**src/rtl/parerr_pkg.sv**
```systemverilog
package parerr_pkg;
   // Lock state of the logger
   typedef enum logic [1:0] {
      LK_OPEN  = 2'd0,   // waiting for first error
      LK_HELD  = 2'd1,   // error logged, flag set
      LK_DRAIN = 2'd2    // flag cleared, waiting for open transaction to close
   } lock_st_t;
endpackage

```
**src/rtl/parerr_qualify.sv**
```systemverilog
module parerr_qualify #(
   parameter int NUM_CS = 4,
   parameter int CS_W   = 2
) (
   input  logic              beat_valid,
   input  logic              beat_perr,
   input  logic [CS_W-1:0]   beat_cs,
   input  logic [NUM_CS-1:0] cs_par_en,
   output logic              hit
);
   logic cs_en;

   generate
      if (NUM_CS == 1) begin : g_single
         logic unused_cs;
         assign unused_cs = ^beat_cs;
         assign cs_en     = cs_par_en[0];
      end else begin : g_multi
         always_comb begin
            cs_en = 1'b0;
            for (int i = 0; i < NUM_CS; i++)
               if (beat_cs == CS_W'(i)) cs_en = cs_par_en[i];
         end
      end
   endgenerate

   assign hit = beat_valid & beat_perr & cs_en;
endmodule

```
**src/rtl/parerr_lock_fsm.sv**
```systemverilog
module parerr_lock_fsm
   import parerr_pkg::*;
(
   input  logic     clk,
   input  logic     rst_n,
   input  logic     hit,
   input  logic     sw_clr,
   input  logic     beat_valid,
   input  logic     txn_done,
   output logic     capture,
   output logic     flag,
   output lock_st_t st
);
   logic in_txn;
   logic busy;

   // open transaction tracker
   always_ff @(posedge clk) begin
      if (!rst_n)          in_txn <= 1'b0;
      else if (txn_done)   in_txn <= 1'b0;
      else if (beat_valid) in_txn <= 1'b1;
   end

   assign busy    = (in_txn | beat_valid) & ~txn_done;
   // clear has priority over a colliding error
   assign capture = hit & (st == LK_OPEN) & ~sw_clr;
   assign flag    = (st == LK_HELD);

   always_ff @(posedge clk) begin
      if (!rst_n) st <= LK_OPEN;
      else begin
         unique case (st)
            LK_OPEN:  if (capture) st <= LK_HELD;
            LK_HELD:  if (sw_clr)  st <= busy ? LK_DRAIN : LK_OPEN;
            LK_DRAIN: if (txn_done) st <= LK_OPEN;
            default:  st <= LK_OPEN;
         endcase
      end
   end
endmodule

```
**src/rtl/parerr_addr_log.sv**
```systemverilog
module parerr_addr_log #(
   parameter int ADDR_W = 32,
   parameter int SPLIT  = 5,
   localparam int FLD_W = ADDR_W - 2
) (
   input  logic                    clk,
   input  logic                    rst_n,
   input  logic                    capture,
   input  logic [ADDR_W-1:SPLIT]   int_hi,
   input  logic [SPLIT-1:2]        ext_lo,
   output logic [FLD_W-1:0]        addr_q
);
   always_ff @(posedge clk) begin
      if (!rst_n)       addr_q <= '0;
      else if (capture) addr_q <= {int_hi, ext_lo};
   end
endmodule

```
**src/rtl/parerr_capture.sv**
```systemverilog
module parerr_capture
   import parerr_pkg::*;
#(
   parameter int ADDR_W   = 32,
   parameter int SPLIT    = 5,
   parameter int NUM_CS   = 4,
   parameter int REG_AW   = 4,
   parameter int STAT_OFS = 0,
   localparam int CS_W    = (NUM_CS > 1) ? $clog2(NUM_CS) : 1,
   localparam int FLD_W   = ADDR_W - 2
) (
   input  logic                  clk,
   input  logic                  rst_n,
   input  logic                  beat_valid,
   input  logic                  beat_perr,
   input  logic [CS_W-1:0]       beat_cs,
   input  logic [NUM_CS-1:0]     cs_par_en,
   input  logic [ADDR_W-1:SPLIT] beat_int_hi,
   input  logic [SPLIT-1:2]      beat_ext_lo,
   input  logic                  txn_done,
   input  logic                  reg_sel,
   input  logic                  reg_wr,
   input  logic [REG_AW-1:0]     reg_addr,
   input  logic [ADDR_W-1:0]     reg_wdata,
   output logic [ADDR_W-1:0]     reg_rdata,
   output logic                  irq,
   output logic                  drop
);
   generate
      if (SPLIT < 3 || SPLIT >= ADDR_W) begin : g_bad_split
         $error("parerr_capture: SPLIT must lie in 3..ADDR_W-1");
      end
      if (NUM_CS < 1) begin : g_bad_cs
         $error("parerr_capture: NUM_CS must be at least 1");
      end
      if (STAT_OFS >= (1 << REG_AW)) begin : g_bad_ofs
         $error("parerr_capture: STAT_OFS does not fit REG_AW");
      end
   endgenerate

   logic             hit, capture, flag, sw_clr, ofs_hit;
   lock_st_t         st;
   logic [FLD_W-1:0] addr_q;
   logic             unused_wd;

   assign ofs_hit   = reg_sel & (reg_addr == REG_AW'(STAT_OFS));
   assign sw_clr    = ofs_hit & reg_wr & reg_wdata[0];
   assign unused_wd = ^reg_wdata[ADDR_W-1:1];

   parerr_qualify #(.NUM_CS(NUM_CS), .CS_W(CS_W)) u_qual (
      .beat_valid (beat_valid),
      .beat_perr  (beat_perr),
      .beat_cs    (beat_cs),
      .cs_par_en  (cs_par_en),
      .hit        (hit)
   );

   parerr_lock_fsm u_lock (
      .clk        (clk),
      .rst_n      (rst_n),
      .hit        (hit),
      .sw_clr     (sw_clr),
      .beat_valid (beat_valid),
      .txn_done   (txn_done),
      .capture    (capture),
      .flag       (flag),
      .st         (st)
   );

   parerr_addr_log #(.ADDR_W(ADDR_W), .SPLIT(SPLIT)) u_addr (
      .clk     (clk),
      .rst_n   (rst_n),
      .capture (capture),
      .int_hi  (beat_int_hi),
      .ext_lo  (beat_ext_lo),
      .addr_q  (addr_q)
   );

   assign reg_rdata = ofs_hit ? {addr_q, 1'b0, flag} : '0;
   assign irq       = flag;
   assign drop      = capture;
endmodule

```
**config.mk**
```make
export PLATFORM = sky130hd
export DESIGN_NAME = parerr_capture
export DESIGN_NICKNAME = d
export VERILOG_FILES = /design/src/rtl/parerr_pkg.sv /design/src/rtl/parerr_qualify.sv /design/src/rtl/parerr_lock_fsm.sv /design/src/rtl/parerr_addr_log.sv /design/src/rtl/parerr_capture.sv
export SDC_FILE = /design/constraint.sdc
export NUM_CORES = 1
export LEC_CHECK = 0
export CORE_MARGIN = 5
export CORE_UTILIZATION = 32
export CTS_CLUSTER_DIAMETER = 30
export DETAILED_ROUTE_END_ITERATION = 8
export PLACE_DENSITY = 0.85
export SLEW_MARGIN = 20
export SYNTH_ARGS = -nofsm -noshare
export SYNTH_HDL_FRONTEND = slang
export SYNTH_SLANG_ARGS = --single-unit
```
**constraint.sdc**
```tcl
create_clock -name clk -period 1.2 [get_ports clk]
set_input_delay 0.12 -clock clk [delete_from_list [all_inputs] [get_ports clk]]
set_output_delay 0.12 -clock clk [all_outputs]
set_load 0.005 [all_outputs]
```
Word level (Yosys, flattened, before mapping) --
Cells that the tools add are included.
Word-level totals: flip-flop bits (word level) 33, bits in latches 0, bits in writable memories 0, bits in read-only memories 0, input port bits 79, memories kept 0
Operators by class: add/subtract/negate cells 0, multiply operators 0, divide/modulo/power cells 0, $lt $le $gt $ge 0, eq/ne operators 8, shift operators 0, multiplexer cells 10, bitwise logic cells 12, reductions and logical operators 5
Operator list (count):
- $mux 32 | 1
- $and 1x1->1 | 8
- $mux 2 | 4
- $eq 2x2->1 const B | 3
- $pmux 2 s3 | 1
- $eq 2x1->1 const B | 2
- $logic_not 2->1 | 2
- $logic_not 4->1 | 1
- $mux 1 | 4
- $ne 2x2->1 const B | 2
- $not 1->1 | 3
- $reduce_and 3->1 | 1
- $ne 2x1->1 const B | 1
- $reduce_or 2->1 | 1
- $or 1x1->1 | 1

Longest topological paths before layout --
Gate-level depths: netlist (run 1).
depth after elaboration 10, depth in mapped cells 5, mapped depth without buffers 4

Hierarchy --
From an unflattened synthesis (run 1), not the netlist that was laid out.
Unflattened totals: cells, all modules 154, area, all modules 1612.8 um2
By module, submodules not included:
- parerr_addr_log | times used 1, cells an instance 97, area each 1171.1 um2, sequential area each 600.6 um2
- parerr_capture | times used 1, cells an instance 42, area each 284.0 um2, sequential area each 0.0 um2
- parerr_lock_fsm | times used 1, cells an instance 13, area each 128.9 um2, sequential area each 60.1 um2
- parerr_qualify | times used 1, cells an instance 2, area each 28.8 um2, sequential area each 0.0 um2

Least setup slack after synthesis (run 1) --
No wires, ideal clock.
path kind input -> register, start input beat_cs[1], end register u_addr.addr_q[13], setup time 0.072 ns, arrival time 1.179 ns, data required time 1.128 ns, setup slack -0.051 ns, stages 5, path buffers 1, cells stage by stage mux2i_1 o22a_1 a2111oi_4 buf_6 mux2i_1
On the way: word-level cells in the longest chain between the ends 8
Ends and longest elaborated chain:
- start, declared | line parerr_capture.sv:16 | input logic [CS_W-1:0] beat_cs,
- $logic_not 2->1 | line parerr_qualify.sv:22 | if (beat_cs == CS_W'(i)) cs_en = cs_par_en[i];
- $mux 1 (3 in series) | line parerr_qualify.sv:22
- $mux 1 * | line parerr_qualify.sv:22
- $and 1x1->1 * | line parerr_qualify.sv:27 | assign hit = beat_valid & beat_perr & cs_en;
- $and 1x1->1 * (2 in series) | line parerr_lock_fsm.sv:26 | assign capture = hit & (st == LK_OPEN) & ~sw_clr;
- named net drop | line parerr_capture.sv:27 | output logic drop
- end signal, assigned | line parerr_addr_log.sv:15 | else if (capture) addr_q <= {int_hi, ext_lo};
- end, declared | line parerr_addr_log.sv:11 | output logic [FLD_W-1:0] addr_q
The timed path passes the listed nets; every way through them passes the cells marked *. A chain may end at the register's enable or synchronous reset.

Final worst setup path (run 1) --
start register u_lock.st[0], end register u_addr.addr_q[18]
On the way: word-level cells in the longest chain between the ends 3
Ends and longest elaborated chain:
- start, declared | line parerr_lock_fsm.sv:12 | output lock_st_t st
- start signal, assigned | line parerr_lock_fsm.sv:34 | LK_HELD: if (sw_clr) st <= busy ? LK_DRAIN : LK_OPEN;
- $logic_not 2->1 | line parerr_lock_fsm.sv:26
- $and 1x1->1 (2 in series) | line parerr_lock_fsm.sv:26
Every way passes these cells.

==> metrics.md, run 1 <==
| Metric | Value |
|---|---|
| Final min period | roughly 1.5 ns |
| Yosys warnings | 0 |
| Post-Synth Adder-Cell Area | 0% |
| Simple-gate share of the synthesized area | 31.1% |
| Worst hold slack | 0.289 ns |
| Slowest CP cell | a2111oi_4 |
| # hold bufs at CTS | 0 |
| Initial DRT Pass Iterations | 3 |
| Yosys cell types | 21 |
| Synth Cell Area | between 1500 and 2000 sq um |
| Placed instance area | approximately 2500 sq um |
| Setup crit end kind | flip-flop |
| Antenna Nets Post-Route | 0 |
| Worst-path maximum fanout | 5 |
| Die Height | between 80 and 90 um |
| CORE AREA | about 5000 sq um |
| Share of cells above drive strength 1 | roughly 39% |
| Status | finished, violations left |
| CP peak stage delay | between 0.3 and 0.4 ns |
| Clock sinks | 33 |
| Fmax | between 600 and 700 MHz |
| I/O pin total | approximately 110 |
| Insertion delay to the later sink of the worst-skew pair | around 0.27 ns |
| Failing checks | setup timing |
| Sw Ratio | a little under a quarter |
| DRC viols | 0 |
| Layout Utilization | roughly three fifths |
| Mux cell area share after synthesis | between 10% and 20% |
| CP required | around 1.4 ns |
| CTS H-tree lvls | 2 |
| HP Class | primary input to flip-flop |
| FF+latch count, synth | 33 |
| Setup Skew | about 0.0035 ns |
| 1st-iter DRT viols | 45 |
| Syn avg cell area | ~8.6 sq um |
| Post-DP HPWL | between 3000 and 4000 um |
| Global-route wire length before repair | 8270 um |
| Share of the synthesized area in the top cell type | 40.7% |
| Internal | between 0.0015 and 0.002 W |
| Final hold violation count | 0 |
| Sequential area share after synthesis | approximately two fifths |
| Buf/Inv on CP | 4 |
| Syn_nets | 268 |
| Crit start category | flip-flop |
| Row Count | 26 |
| Crit-path cells | a2111oi_4 > buf_6 > buf_6 > buf_12 > buf_12 > mux2i_1 |
| Main combinational cell family by area after synthesis | simple AND/OR/NAND/NOR gates |
| Final setup viols | 52 |
| DR vias/cell | around 4.4 |
| Clock buffer depth | 2 |
| Largest net degree at the start of global routing | 33 |
| Initial Utilization | 32.4% |
| Vias | about 1.6k |
| Number of global-route vias before repair | ~1.7k |
| Drt wl/cell | 14.0 um |
| Clock power share | a little under a third |
| CTS buffer count | 5 |
| Maximum VDD drop | 0.715 mV |
| Setup WS post-layout | -0.250 ns |
| Root buffer selected by CTS | clkbuf_8 |
| Post-layout nets | between 300 and 400 |
| Share of power burned in registers | 48.8% |
| Top delay family on crit path | buffers and inverters |
| Syn Inst Count | roughly 190 |
| Grt total ovfl | 0 |
| Setup Crit Path Kind | flip-flop to flip-flop |
| Port bufs | 80 |
| GRT Total Usage | between 10% and 20% |
| Area contributors post-synth | dfxtp_1 41%, mux2i_1 20%, nand2_1 14% |
| Xor/xnor share of the synthesized area | 0% |
| Pleak | 1.29 nW |
| Combinational power share | between 10% and 20% |
| Power Dens Cells | 800 nW/um^2 |
| Total of max-cap violations | 0 |
| Post-synthesis compound-gate area fraction | between 3 and 4% |
| Post-route cell area | 2990 sq um |
| Chip width | 81.2 um |
| WP data arrival | roughly 1.7 ns |
| Leading area contributor after synthesis | dfxtp_1 |
| Ant diodes | 0 |
| RSZ-0062 raised after global routing | yes |
| Die area | 6600 sq um |
| CTS clock-pin slew for the worst setup and hold paths | 0.07 ns |
| TritonCTS clock tree | yes |
| Final period utilization | 121% |
| Initial antenna violation count | 0 |
| Synthesis-to-finish area growth | 84.0% |
| Sum Neg Setup Slack | -7.34 ns |
| Gp weighted congestion | 0.649 |
| Net Sw Power | 0.000570 W |
| WL final | 5120 um |
| Max-slew violation count | 0 |
==> power groups by stage <==
stage	clock (W)	sequential [W]	combinational, W
4_1_cts	0.000796	0.00116	0.000492
5_1_grt	0.000832	0.00117	0.000504
6_report	0.000754	0.00117	0.000468
3_3_place_gp	0	0.00119	0.000376
2_1_floorplan	0	0.00118	0.000167
3_5_place_dp	0	0.00119	0.000384
==> what timing repair did <==
item / 4_1_cts / 5_1_grt
gates cloned: 7 / 0
pin swaps: 29 / 10
setup endpoints to repair: 65 / 65
setup buffers: 21 / 5
resized for setup: 221 / 32
==> cells by family (layout without fill, tap and decap cells) <==
logic type             count (synthesis)  in the layout
AO/OA/AOI/OAI                          4              4
buffers and inverters                 15            121
flip-flops                            33             33
multiplexers                          32             32
other                                  1              1
AND/OR/NAND/NOR                      104            104
==> stage by stage <==
stage / setup slack (ns) / cells / total power [W]
floorplan: -0.0506 / 189 / 0.00135
CTS: -0.262 / 368 / 0.00245
finish: -0.250 / 365 / 0.00239
global route: -0.315 / 365 / 0.00251
detailed placement: -0.844 / 336 / 0.00157
global placement: -0.822 / 336 / 0.00156
==> final timing paths <==
path | start | end | slack [ns] | cells after the start
worst max-delay path | u_lock.st[0] | u_addr.addr_q[18] | -0.25 | 6
worst min-delay path | beat_valid | u_lock.in_txn | 0.29 | 4
worst max register to register | u_lock.st[0] | u_addr.addr_q[18] | -0.25 | 6
worst min register to register | u_addr.addr_q[15] | u_addr.addr_q[15] | 0.46 | 2
==> cell usage after synthesis <==
cell and number:
nand2_1 60, dfxtp_1 33, mux2i_1 32, and2_1 31, clkbuf_1 10, nor2_1 4
buf_6 3, nand2b_1 3, a2111oi_4 1, a221oi_1 1, a31oi_1 1, and2_0 1
buf_4 1, conb_1 1, inv_1 1, nand3_1 1, nand3b_1 1, nor2b_1 1
nor3_1 1, nor4_4 1, o22a_1 1
==> sequential cells by signal, summed over array words and instances, names as in the netlist <==
signal,cells
u_addr.addr_q,30
u_lock.st,2
u_lock.in_txn,1
==> final cells by class <==
type	instances	area, sq um
fill	450	2020
timing repair buffer	114	1190
multi-input combinational	141	961
sequential	33	662
tap	70	87.6
clock buffer	5	68.8
inverter	1	6.26
clock inverter	1	5.00
==> layer usage <==
metal  share of wire [%]  GRT usage (%)
met5                   0              0
met4                0.78           4.56
met3                 4.7           3.33
met2                  53           31.2
met1                  41           18.5
==> worst reg2reg max path, cell delays in order (launching register included) <==
cell and delay [ns]:
dfxtp_2 0.33, a2111oi_4 0.37, buf_6 0.17, buf_6 0.10
buf_12 0.10, buf_12 0.12, mux2i_1 0.18
==> cell usage in the layout, fill, tap and decap left out, drive strengths merged <==
master	instances
and2	32
nand2b	3
clkbuf	7
a2111oi	1
a31oi	1
nand3b	1
a221oi	1
dfxtp	33
nor3	1
dlygate4sd2	5
conb	1
nor4	1
inv	1
o22a	1
buf	73
nor2b	1
clkdlybuf4s50	31
mux2i	32
nand3	1
clkdlybuf4s15	3
nor2	4
nand2	60
clkinv	1
(Power assumes the default switching activity.)
==> run 2, diff against run 1 <==
==> constraint.sdc (replaced) <==
create_clock -name clk -period 1.2 [get_ports clk]
set_input_delay 0.12 -clock clk [delete_from_list [all_inputs] [get_ports clk]]
set_output_delay 0.12 -clock clk [all_outputs]
set_load 0.01 [all_outputs]
==> run 2 against run 1 <==
Compared with the run above: the flow still finishes with violations (setup timing); critical path type is now primary input to primary output; critical path depth increased by 2; clock power increased by 20%; setup slack improved by 0.080 ns; largest power group unchanged; utilization decreased by 0.97 points; design area decreased by 1.6%; non-clock buffer count decreased by 12; power increased by 4.8%.
==> metrics.md, run 2 (same netlist as run 1, synthesis figures left out) <==
| Metric | Value |
|---|---|
| Power Dens Cells | 852 nW/um^2 (was 800 nW/um^2) |
| Antenna Nets Post-Route | 0 (unchanged) |
| Grt total ovfl | 0 (unchanged) |
| CP peak stage delay | 0.38 ns (was 0.37 ns) |
| Placed Instances | 335 (was 336) |
| Most frequent cells in the layout | 60 x nand2_1, 37 x buf_6, 32 x mux2i_1, 32 x dfxtp_1 (was 60 x nand2_1, 41 x buf_6, 32 x dfxtp_1) |
| Routed met1 length | 1920 um (was 2110 um) |
| Ant diodes | 0 (unchanged) |
| Maximum VDD drop | 0.688 mV (was 0.715 mV) |
| Setup Skew | 0.00413 ns (was 0.00349 ns) |
| Total of max-cap violations | 0 (unchanged) |
| CTS buffer count | 5 (unchanged) |
| GRT Total Usage | 15.1% (was 16.5%) |
| Chip width | 81.2 um (unchanged) |
| RSZ-0062 raised after global routing | yes (unchanged) |
| WL final | 4900 um (was 5120 um) |
| Failing checks | setup timing (unchanged) |
| Global-route wire length before repair | 7600 um (was 8270 um) |
| Uppermost layer routed | met4 (unchanged) |
| Met2 Wirelength | 2620 um (was 2720 um) |
| Buf/Inv on CP | 5 (was 4) |
| CP required | 1.08 ns (was 1.40 ns) |
| Worst-path maximum fanout | 3 (was 5) |
| Final hold violation count | 0 (unchanged) |
| Pleak | 1.24 nW (was 1.29 nW) |
| Largest registers | u_addr.addr_q: 30 flops, u_lock.st: 2 flops, u_lock.in_txn: 1 flops (unchanged) |
| Commonest non-fill, non-tap cell in the layout | nand2_1 (unchanged) |
| 1st-iter DRT viols | 63 (was 45) |
| Status | finished, violations left (unchanged) |
| Max-slew violation count | 0 (unchanged) |
| Crit-path cells | buf_6 > nand2b_4 > nor4_4 > buf_4 > buf_12 > a2111oi_4 > buf_4 > buf_6 (was a2111oi_4 > buf_6 > buf_6 > buf_12 > buf_12 > mux2i_1) |
| Setup crit end kind | primary output (was flip-flop) |
| Post-layout nets | 363 (was 375) |
| Die Height | 81.2 um (unchanged) |
| Final min period | 1.37 ns (was 1.45 ns) |
| Layout Utilization | 58.6% (was 59.6%) |
| Initial DRT Pass Iterations | 4 (was 3) |
| Post-DP HPWL | 3170 um (was 3180 um) |
| WP data arrival | 1.25 ns (was 1.65 ns) |
| Number of global-route vias before repair | 1619 (was 1740) |
| TritonCTS clock tree | yes (unchanged) |
| Row Count | 26 (unchanged) |
| Insertion delay to the later sink of the worst-skew pair | 0.27 ns (about the same) |
| Slowest CP cell | a2111oi_4 (unchanged) |
| Crit start category | primary input (was flip-flop) |
| CORE AREA | 5010 sq um (unchanged) |
| Biggest register | u_addr.addr_q (unchanged) |
| Worst hold slack | 0.297 ns (was 0.289 ns) |
| Top delay family on crit path | buffers and inverters (unchanged) |
| CTS H-tree lvls | 2 (unchanged) |
| Non-Filler Instances | 355 (was 365) |
| Port bufs | 80 (unchanged) |
| Gp weighted congestion | 0.677 (was 0.649) |
| Max FFs per register | 30 (unchanged) |
| CTS clock-pin slew for the worst setup and hold paths | 0.07 ns (about the same) |
| Initial Utilization | 32.4% (unchanged) |
| DRC viols | 0 (unchanged) |
| Vias | 1587 (was 1615) |
| Drt wl/cell | 13.8 um (was 14.0 um) |
| Met3 wire len | 287 um (was 243 um) |
| Total power draw | 0.00250 W (was 0.00239 W) |
| # hold bufs at CTS | 0 (unchanged) |
| Share of cells above drive strength 1 | 37.2% (was 39.3%) |
| I/O pin total | 113 (unchanged) |
| DR vias/cell | 4.47 (was 4.42) |
| Root buffer selected by CTS | clkbuf_8 (unchanged) |
| Largest net degree at the start of global routing | 33 (unchanged) |
| Clock buffer depth | 2 (unchanged) |
| Setup WS post-layout | -0.171 ns (was -0.250 ns) |
| Setup Crit Path Kind | primary input to primary output (was flip-flop to flip-flop) |
| Synthesis-to-finish area growth | 81.0% (was 84.0%) |
| Initial antenna violation count | 0 (unchanged) |
| Die area | 6600 sq um (unchanged) |
| Final setup viols | 44 (was 52) |
| HP Class | primary input to flip-flop (unchanged) |
| Clock sinks | 33 (unchanged) |
| Fmax | 729 MHz (was 689 MHz) |
| Final period utilization | 114% (was 121%) |
==> run 2: cell types whose count changed in the layout (fill, tap and decap cells not counted), moves of 2 or more <==
cell | before | now
buf_2 | 10 | 3
buf_16 | 3 | 1
buf_6 | 41 | 37
buf_8 | 0 | 3
buf_4 | 14 | 10
and2_4 | 27 | 31
dlygate4sd2_1 | 5 | 8
and2_1 | 5 | 1
clkbuf_8 | 5 | 7
==> run 2: routing by layer <==
| metal | track usage (%) | up-vias |
|---|---|---|
| li1 | - | 790 |
| met2 | 27.7 | 47 |
| met3 | 3.66 | 6 |
| met1 | 17.2 | 744 |
| met5 | 0 | - |
| met4 | 4.56 | 0 |
==> run 2: final cells by class <==
type,count,area (sq um)
well taps,70,87.6
multi-input cells,141,972
clock inverters,1,5.00
repair buffers,102,1110
fillers,484,2070
flip-flops and latches,33,662
clock buffers,7,96.3
inverters,1,3.75
==> run 2: final timing paths <==
path	startpoint	end	slack [ns]	cells past startpoint
worst max-delay path	reg_addr[0]	drop	-0.17	8
worst max register to register	u_lock.st[0]	u_addr.addr_q[14]	-0.14	4
worst min-delay path	rst_n	u_lock.st[0]	0.30	4
worst min register to register	u_addr.addr_q[11]	u_addr.addr_q[11]	0.46	2
==> run 2: power breakdown <==
| part | total (W) | switching, W | internal, W |
|---|---|---|---|
| clock | 0.000903 | 0.000385 | 0.000518 |
| combinational | 0.000433 | 0.000165 | 0.000268 |
| sequential | 0.00117 | 0.0000251 | 0.00114 |
| total | 0.00250 | 0.000575 | 0.00193 |
==> run 2: what timing repair did <==
item                                    CTS  global route
gates resized for setup                 237            17
cloned                                    5             1
pin swaps                                34             4
endpoints found under the setup margin   63            64
endpoints found under the hold margin     0             0
setup buffers                             8             5
==> run 2: worst min-delay path, delay by kind of cell <==
family	cells	cell delay [ns]
compound gates	1	0.05
buf+inv	2	0.28
simple gates	1	0.07
==> run 2: metrics by stage <==
stage | instance area (sq um) | TNS, ns | setup slack (ns)
after floorplan | 1620 | -1.55 | -0.0600
after global placement | 2540 | -45.64 | -0.803
after detailed placement | 2540 | -47.26 | -0.831
after CTS | 2970 | -7.63 | -0.184
after global routing | 2940 | -6.60 | -0.194
final | 2940 | -4.33 | -0.171
